File: src/rtl/xbus_pkg.sv
package xbus_pkg;
  parameter int XB_LEN_W = 2;

  typedef enum logic [1:0] {
    XS_IDLE = 2'd0,
    XS_ADDR = 2'd1,
    XS_CMD  = 2'd2,
    XS_REL  = 2'd3
  } xstate_e;

  typedef struct packed {
    logic                mux;
    logic                bus16;
    logic                wlow;
    logic                rdy_en;
    logic [XB_LEN_W-1:0] len;
  } xcfg_t;
endpackage

File: src/rtl/xbus_seq.sv
module xbus_seq
  import xbus_pkg::*;
#(
  parameter int LEN_W = XB_LEN_W
) (
  input  logic             clk,
  input  logic             rst_n,
  input  logic             start,
  input  logic             rdy_en,
  input  logic             ready,
  input  logic [LEN_W-1:0] len,
  output xstate_e          state_o,
  output logic             cmd_last_o
);
  xstate_e          st_q, st_d;
  logic [LEN_W-1:0] cnt_q, cnt_d;
  logic             cnt_en;
  logic             cmd_last;

  always_comb begin
    cmd_last = (st_q == XS_CMD) && (cnt_q == '0) && !(rdy_en && ready);
    st_d     = st_q;
    unique case (st_q)
      XS_IDLE: if (start) st_d = XS_ADDR;
      XS_ADDR: st_d = XS_CMD;
      XS_CMD:  if (cmd_last) st_d = XS_REL;
      XS_REL:  st_d = XS_IDLE;
      default: st_d = XS_IDLE;
    endcase
    cnt_en = (st_q == XS_ADDR) || ((st_q == XS_CMD) && (cnt_q != '0));
    cnt_d  = (st_q == XS_ADDR) ? len : cnt_q - 1'b1;
  end

  always_ff @(posedge clk or negedge rst_n) begin
    if (!rst_n) begin
      st_q  <= XS_IDLE;
      cnt_q <= '0;
    end else begin
      st_q <= st_d;
      if (cnt_en) cnt_q <= cnt_d;
    end
  end

  assign state_o    = st_q;
  assign cmd_last_o = cmd_last;

  p_rel_to_idle_r2: assert property (@(posedge clk) disable iff (!rst_n)
    (st_q == XS_REL) |=> (st_q == XS_IDLE));
  p_no_wait_r10: assert property (@(posedge clk) disable iff (!rst_n)
    (st_q == XS_CMD && cnt_q == '0 && !rdy_en) |=> (st_q == XS_REL));
  p_wait_hold_r11: assert property (@(posedge clk) disable iff (!rst_n)
    (st_q == XS_CMD && rdy_en && ready) |=> (st_q == XS_CMD));
endmodule

File: src/rtl/xbus_dpath.sv
module xbus_dpath
  import xbus_pkg::*;
#(
  parameter int BUS_W = 16
) (
  input  logic                 clk,
  input  logic                 rst_n,
  input  logic                 accept,
  input  logic                 req_write,
  input  logic [BUS_W-1:0]     req_addr,
  input  logic [BUS_W/8-1:0]   req_be,
  input  logic [BUS_W-1:0]     req_wdata,
  input  xcfg_t                cfg_i,
  input  xstate_e              state_i,
  input  logic                 cap_i,
  input  logic [BUS_W-1:0]     ad_i,
  output logic                 wr_q_o,
  output logic [BUS_W/8-1:0]   be_q_o,
  output xcfg_t                cfg_q_o,
  output logic [BUS_W-1:0]     addr_o,
  output logic                 addr_oe_o,
  output logic [BUS_W-1:0]     ad_o,
  output logic                 ad_oe_o,
  output logic [BUS_W-1:0]     rdata_o,
  output logic                 done_o
);
  localparam int LANES = BUS_W / 8;

  logic               wr_q;
  logic [LANES-1:0]   be_q;
  logic [BUS_W-1:0]   addr_q, wdata_q, rdata_q;
  xcfg_t              cfg_q;

  always_ff @(posedge clk or negedge rst_n) begin
    if (!rst_n) begin
      wr_q    <= 1'b0;
      be_q    <= '0;
      addr_q  <= '0;
      wdata_q <= '0;
      cfg_q   <= '0;
    end else if (accept) begin
      wr_q    <= req_write;
      be_q    <= req_be;
      addr_q  <= req_addr;
      wdata_q <= req_wdata;
      cfg_q   <= cfg_i;
    end
  end

  for (genvar l = 0; l < LANES; l++) begin : g_lane
    logic lane_on;
    assign lane_on = (l == 0) || cfg_q.bus16;
    always_ff @(posedge clk or negedge rst_n) begin
      if (!rst_n) rdata_q[l*8 +: 8] <= 8'h00;
      else if (cap_i) rdata_q[l*8 +: 8] <= lane_on ? ad_i[l*8 +: 8] : 8'h00;
    end
  end

  logic in_addr, active, data_ph;
  always_comb begin
    in_addr   = (state_i == XS_ADDR);
    active    = (state_i != XS_IDLE);
    data_ph   = (state_i == XS_CMD) || (state_i == XS_REL);
    addr_o    = addr_q;
    addr_oe_o = active && !cfg_q.mux;
    ad_o      = (in_addr && cfg_q.mux) ? addr_q : wdata_q;
    ad_oe_o   = (in_addr && cfg_q.mux) || (data_ph && wr_q);
    done_o    = (state_i == XS_REL);
  end

  assign wr_q_o  = wr_q;
  assign be_q_o  = be_q;
  assign cfg_q_o = cfg_q;
  assign rdata_o = rdata_q;

  p_cfg_hold_r2: assert property (@(posedge clk) disable iff (!rst_n)
    (state_i != XS_IDLE && state_i != XS_REL) |=> $stable(cfg_q));
endmodule

File: src/rtl/xbus_strobe.sv
module xbus_strobe
  import xbus_pkg::*;
#(
  parameter int LANES = 2
) (
  input  logic             clk,
  input  logic             rst_n,
  input  xstate_e          state_i,
  input  logic             wr_q,
  input  logic [LANES-1:0] be_q,
  input  xcfg_t            cfg_q,
  output logic             ale_o,
  output logic             rd_n_o,
  output logic             wr_n_o,
  output logic             hb_n_o
);
  logic cmd, adr, hi_be, lo_be;

  always_comb begin
    cmd   = (state_i == XS_CMD);
    adr   = (state_i == XS_ADDR);
    lo_be = be_q[0];
    hi_be = be_q[LANES-1] && cfg_q.bus16;
    ale_o  = adr && cfg_q.mux;
    rd_n_o = !(cmd && !wr_q);
    if (cfg_q.wlow) begin
      wr_n_o = !(cmd && wr_q && (lo_be || !cfg_q.bus16));
      hb_n_o = !(cmd && wr_q && hi_be);
    end else begin
      wr_n_o = !(cmd && wr_q);
      hb_n_o = !((adr || cmd) && hi_be);
    end
  end

  p_rd_wr_excl_r5: assert property (@(posedge clk) disable iff (!rst_n)
    !(!rd_n_o && !wr_n_o));
  p_split_read_r8: assert property (@(posedge clk) disable iff (!rst_n)
    (cfg_q.wlow && !rd_n_o) |-> hb_n_o);
endmodule

File: src/rtl/xbus_strobe_ctrl.sv
module xbus_strobe_ctrl
  import xbus_pkg::*;
#(
  parameter int BUS_W = 16,
  parameter int LEN_W = XB_LEN_W
) (
  input  logic               clk,
  input  logic               rst_n,
  input  logic               req_valid,
  input  logic               req_write,
  input  logic [BUS_W-1:0]   req_addr,
  input  logic [BUS_W/8-1:0] req_be,
  input  logic [BUS_W-1:0]   req_wdata,
  input  logic               cfg_mux,
  input  logic               cfg_bus16,
  input  logic               cfg_wlow,
  input  logic               cfg_rdy_en,
  input  logic [LEN_W-1:0]   cfg_len,
  input  logic               ready_i,
  input  logic [BUS_W-1:0]   ad_i,
  output logic               busy_o,
  output logic               done_o,
  output logic [BUS_W-1:0]   rdata_o,
  output logic               ale_o,
  output logic               rd_n_o,
  output logic               wr_n_o,
  output logic               hb_n_o,
  output logic [BUS_W-1:0]   addr_o,
  output logic               addr_oe_o,
  output logic [BUS_W-1:0]   ad_o,
  output logic               ad_oe_o
);
  localparam int LANES = BUS_W / 8;

  logic [1:0] rst_sync_q;
  logic       rst_s_n;
  always_ff @(posedge clk or negedge rst_n) begin
    if (!rst_n) rst_sync_q <= 2'b00;
    else        rst_sync_q <= {rst_sync_q[0], 1'b1};
  end
  assign rst_s_n = rst_sync_q[1];

  xstate_e          state;
  logic             cmd_last, accept, wr_q;
  logic [LANES-1:0] be_q;
  xcfg_t            cfg_in, cfg_q;

  always_comb begin
    cfg_in.mux    = cfg_mux;
    cfg_in.bus16  = cfg_bus16;
    cfg_in.wlow   = cfg_wlow;
    cfg_in.rdy_en = cfg_rdy_en;
    cfg_in.len    = cfg_len;
    accept        = req_valid && (state == XS_IDLE);
    busy_o        = (state != XS_IDLE);
  end

  xbus_seq #(.LEN_W(LEN_W)) seq_i (
    .clk(clk), .rst_n(rst_s_n), .start(accept), .rdy_en(cfg_q.rdy_en),
    .ready(ready_i), .len(cfg_q.len), .state_o(state), .cmd_last_o(cmd_last)
  );

  xbus_dpath #(.BUS_W(BUS_W)) dpath_i (
    .clk(clk), .rst_n(rst_s_n), .accept(accept), .req_write(req_write),
    .req_addr(req_addr), .req_be(req_be), .req_wdata(req_wdata),
    .cfg_i(cfg_in), .state_i(state), .cap_i(cmd_last), .ad_i(ad_i),
    .wr_q_o(wr_q), .be_q_o(be_q), .cfg_q_o(cfg_q), .addr_o(addr_o),
    .addr_oe_o(addr_oe_o), .ad_o(ad_o), .ad_oe_o(ad_oe_o),
    .rdata_o(rdata_o), .done_o(done_o)
  );

  xbus_strobe #(.LANES(LANES)) strobe_i (
    .clk(clk), .rst_n(rst_s_n), .state_i(state), .wr_q(wr_q), .be_q(be_q),
    .cfg_q(cfg_q), .ale_o(ale_o), .rd_n_o(rd_n_o), .wr_n_o(wr_n_o),
    .hb_n_o(hb_n_o)
  );

  p_done_pulse_r2: assert property (@(posedge clk) disable iff (!rst_s_n)
    done_o |=> !done_o);
  p_rd_rise_done_r5: assert property (@(posedge clk) disable iff (!rst_s_n)
    $rose(rd_n_o) |-> done_o);
  p_ale_single_r3: assert property (@(posedge clk) disable iff (!rst_s_n)
    ale_o |=> (!ale_o && busy_o));
  p_bus_excl_r4: assert property (@(posedge clk) disable iff (!rst_s_n)
    ale_o |-> !addr_oe_o);
  p_busy_ignore_r12: assert property (@(posedge clk) disable iff (!rst_s_n)
    (busy_o && !done_o) |=> busy_o);
endmodule

File: config.mk
export PLATFORM = sky130hd
export DESIGN_NAME = xbus_strobe_ctrl
export DESIGN_NICKNAME = d
export VERILOG_FILES = /design/src/rtl/xbus_pkg.sv /design/src/rtl/xbus_seq.sv /design/src/rtl/xbus_dpath.sv /design/src/rtl/xbus_strobe.sv /design/src/rtl/xbus_strobe_ctrl.sv
export SDC_FILE = /design/constraint.sdc
export NUM_CORES = 1
export LEC_CHECK = 0
export BUFFER_PORTS_ARGS = -buffer_cell sky130_fd_sc_hd__buf_2
export CORE_UTILIZATION = 49
export CTS_BUF_LIST = sky130_fd_sc_hd__clkbuf_8
export CTS_CLUSTER_SIZE = 10
export DETAILED_ROUTE_END_ITERATION = 16
export PLACE_DENSITY = 0.92
export SKIP_CTS_REPAIR_TIMING = 1
export SYNTH_ARGS = -nofsm -noshare
export SYNTH_HDL_FRONTEND = slang
export SYNTH_SLANG_ARGS = --single-unit
File: constraint.sdc
create_clock -name clk -period 2.29 [get_ports clk]
set_clock_uncertainty 0.05 [all_clocks]
set_input_delay 0.229 -clock clk [delete_from_list [all_inputs] [get_ports clk]]
set_output_delay 0.229 -clock clk [all_outputs]
set_load 0.02 [all_outputs]
# == After elaboration in Yosys (flattened, before gate mapping) ==
# Index checks and enable logic that the tools add are counted.
# totals
reg_bits,63
input_bits,61
out_inout_bits,56
word_cells,61
# op_classes
n_addsub,1
eq_ne,5
n_mux,8
n_reduce_logical,33
# ops
operator,count
16-bit 2-to-1 mux,1
1-bit logical AND,14
1-bit zero test,9
8-bit 2-to-1 mux,1
2-bit one-hot mux with 4 select lines,1
2-bit 2-to-1 mux,3
1-bit logical OR,5
"2-bit == test, second input constant",2
2-bit zero test,2
"2-bit != test, second input constant",2
2-bit nonzero test,2
"2-bit by 1-bit == test with 1-bit output, second input constant",1
1-bit 2-to-1 mux,2
2-bit AND reduction,1
"2-bit by 1-bit subtractor with 2-bit output, second input constant",1

# == Logic depth before layout (Yosys ltp) ==
# depth
depth_word,5
depth_mapped,7
ltp_nobuf,6

# == Modules after synthesis ==
# A second synthesis with hierarchy kept.
# unflattened
cells_unflattened,204
area_unflattened_um2,2815.2
# by_module_without_submodules
module,instances,cells_per_inst,area_per_inst_um2,seq_area_each_um2
xbus_dpath,1,163,2404.8,1426.4
xbus_seq,1,25,264.0,100.1
xbus_strobe,1,11,78.8,0.0
xbus_strobe_ctrl,1,5,67.6,50.0

# == Worst setup path before layout ==
# OpenSTA, ideal clock, no wires.
# synth_timing
kind,register to output
start,"reg seq_i.st_q[1], in the netlist seq_i.state_o[1]"
end,out ad_o[10]
arrival_time_ns,1.323
setup_slack_ns,0.688
stages_incl_launch_ff,6
n_path_buf,1
cell_sequence,dfrtp_1 -> inv_1 -> ha_1 -> nand2_4 -> buf_6 -> mux2_4
# synth_via
elab_chain_cells,3
# synth_lines
element,line_no,text
start: declaration,xbus_seq.sv:15,"xstate_e st_q, st_d;"
start signal: assignment,xbus_seq.sv:39,st_q <= st_d;
2-bit by 1-bit == test with 1-bit output,xbus_dpath.sv:61,in_addr = (state_i == XS_ADDR);
1-bit logical AND,xbus_dpath.sv:66,ad_o = (in_addr && cfg_q.mux) ? addr_q : wdata_q;
16-bit 2-to-1 mux,xbus_dpath.sv:66,
end: declaration,xbus_strobe_ctrl.sv:30,"output logic [BUS_W-1:0] ad_o,"
# No other way between the ends.

# == Worst setup path in the final report ==
# layout_timing
start,"reg seq_i.st_q[1], in the netlist seq_i.state_o[1]"
end,out ad_o[8]
# Same word-level chain as after synthesis.

==> flow_metrics.env <==
export IMPL_status="completed"
export IMPL_coreArea_um2=5510
export IMPL_path_cells="inv_1, ha_1, nand2_8, mux2_4, buf_2"
export IMPL_grt_max_degree=39
export IMPL_track_usage_pct=20.7
export IMPL_synth_cell_types=25
export IMPL_rrSetupSlack_ns=0.47
export IMPL_holdPathEnd="dpath_i.rdata_o[3]"
export IMPL_clkLatencyLatePin_ns=0.33
export IMPL_powerDensity_nw_per_um2=1580
export IMPL_synth_compound_area_share_pct=1.79
export IMPL_grt_pass1_wl_um=9360
export IMPL_slew_viol_final=0
export IMPL_die_x_um=77.6
export IMPL_synth_simple_area_share_pct=9.75
export IMPL_cts_buffers=9
export IMPL_avgRoutedWirePerCell_um=13.8
export IMPL_rows=27
export IMPL_place_gp_congestion=0.758
export IMPL_drt_initial_drc_count=73
export IMPL_slew_headroom_pct=57.0
export IMPL_syn_avg_cell_area_um2=13.0
export IMPL_cts_sinks=63
export IMPL_synthMuxAreaShare_pct=24.8
export IMPL_grt_overflow=0
export IMPL_ant_nets=0
export IMPL_die_area_um2=6020
export IMPL_cp_start_kind="flop"
export IMPL_cts_tree="done"
export IMPL_cap_violations=0
export IMPL_fin_tns_setup_ns=0
export IMPL_synth_nets=283
export IMPL_ys_ff_latch=63
export IMPL_dp_cells=397
export IMPL_slowest_stage="dfrtp_1"
export IMPL_synth_top_family_by_area="multiplexers"
export IMPL_cts_buffer_depth=2
export IMPL_slowest_delay_ns=0.42
export IMPL_drtPass1Iterations=6
export IMPL_synth_xor_area_share_pct=0.313
export IMPL_wirelength_um=5710
export IMPL_layout_commonest_cell="buf_2"
export IMPL_h_tree_depth=3
export IMPL_vias=2038
export IMPL_clk_pin_slew_ns=0.07
export IMPL_dpl_hpwl_um=4230
export IMPL_clockRootBuffer="clkbuf_8"
export IMPL_num_antenna_cells=0
export IMPL_antenna_found_initial=0
export IMPL_die_h_um=77.6
export IMPL_first_global_vias=2022
export IMPL_worstHoldStart="ad_i[3]"
export IMPL_synthAdderAreaFrac_pct=2.68
export IMPL_stdcell_count=414
export IMPL_area_growth_pct=29.9
export IMPL_port_buffers=116
export IMPL_fin_crit_ns=2.17
export IMPL_hp_class="in2reg"
export IMPL_rr_worst_depth=5
export IMPL_finalNetCount=404
export IMPL_start_util_pct=50.8
export IMPL_path_class="reg2out"
export IMPL_ir_drop_mv=0.869
export IMPL_yosysSeqAreaShare_pct=56.3
export IMPL_leakage_nw=1.92
export IMPL_layout_common_cells="buf_2, dfrtp_1, mux2_2"
export IMPL_finalHoldViolCount=0
export IMPL_yosysWarnings=0
export IMPL_fmax_mhz=462
export IMPL_drc_errors=0
export IMPL_drive_gt1_share_pct=57.0
export IMPL_io_pins=117
export IMPL_worstPathMaxFanout=18
export IMPL_via_per_inst=4.92
export IMPL_netlist_area_um2=2800
export IMPL_r2r_end="seq_i.state_o[1]"
export IMPL_rsz0062_at_grt="false"
export IMPL_setup_violations=0
export IMPL_cp_end_kind="primary output"
export IMPL_tightest_slew_ns=0.645
export IMPL_required_ns=2.01
export IMPL_worstReg2RegStart="seq_i.state_o[0]"
export IMPL_whs_path_depth=3
export IMPL_synth_cells=216
export IMPL_fin_crit_sh_pct=94.6
export IMPL_arrival_ns=1.89
[power breakdown]
group	switching, mW	internal [mW]
sequential	0.371	1.66
combinational	1.52	1.23
clock	0.415	0.526
total	2.31	3.42
[critical path: cells and delay by family (launching register included)]
kind / cells / cell delay [ns]
fa+ha+maj: 1 / 0.34
buf+inv: 2 / 0.27
flops: 1 / 0.42
mux: 1 / 0.33
simple gates: 1 / 0.17
[cells in the mapped netlist]
cell,count,area share (%)
dfrtp_1,63,56
mux2_2,46,19
nand2_1,45,6.0
mux2_4,11,5.9
nand3_1,10,1.8
inv_1,7,0.94
ha_1,6,2.7
clkbuf_8,4,2.0
o21ai_0,4,0.72
buf_2,2,0.36
buf_6,2,0.80
nand2b_1,2,0.45
nor2_1,2,0.27
a21oi_1,1,0.18
a2bb2oi_1,1,0.31
and3_1,1,0.22
clkbuf_2,1,0.18
conb_1,1,0.13
mux2i_1,1,0.36
nand2_2,1,0.22
nand2_4,1,0.40
nand3_2,1,0.36
o211ai_1,1,0.27
o22a_1,1,0.31
xnor2_1,1,0.31
[metal layers]
layer / share of wire [%] / GRT usage, % / vias up
met1: 42 / 24.3 / 979
met3: 5.5 / 4.47 / 12
li1: - / - / 966
met4: 2.1 / 10.8 / 0
met2: 50 / 35.5 / 81
met5: 0 / 0 / -
[through the flow]
stage	power, mW	util, %	hold slack (ns)	cell area, um2	setup slack (ns)
after floorplan	4.01	-	-0.117	2800	0.356
after global placement	4.69	62.1	-0.0352	3420	0.517
after detailed placement	4.83	62.1	-0.0352	3420	0.444
after CTS	5.79	65.7	-0.405	3620	0.0618
after global routing	6.10	66.0	0.0407	3630	0.0184
final	5.73	66.0	0.0337	3630	0.124
[layout make-up]
class                   count  area, um2
fillers                   438       1870
repair buffers            119        631
flip-flops and latches     63       1580
clock inverters             6       60.1
inverters                   7       26.3
clock buffers              10        138
multi-input cells         137       1110
well taps                  72       90.1
[registers in the layout (all words and copies together), names as in the netlist]
name                    count
dpath_i.rdata_o            16
dpath_i.cfg_q_o             5
dpath_i.wr_q_o              1
seq_i.cnt_q                 2
rst_sync_q                  2
seq_i.state_o               2
dpath_i.g_lane.lane_on      1
dpath_i.addr_o             16
dpath_i.wdata_q            16
dpath_i.be_q_o              2
[cell families after synthesis]
kind of cell	after synthesis
DFF	63
and+or+nand+nor	63
muxes	58
buffers and inverters	16
AOI/OAI and AO/OA	8
adders and majority gates	6
other	1
xor gates and xnor gates	1
[worst max-delay path by stage]
| stage | start | end | slack [ns] | depth (start not counted) |
|---|---|---|---|---|
| finish | seq_i.state_o[1] | ad_o[8] | 0.12 | 5 |
| global route | seq_i.state_o[1] | ad_o[8] | 0.02 | 5 |
| CTS | seq_i.state_o[1] | ad_o[15] | 0.06 | 5 |
| detailed placement | seq_i.state_o[1] | ad_o[0] | 0.44 | 5 |
| global placement | seq_i.state_o[1] | ad_o[6] | 0.52 | 5 |
| floorplan | rst_sync_q[1] | dpath_i.addr_o[0] | 0.36 | 0 |
No activity file was read; power rests on OpenSTA's default activity.
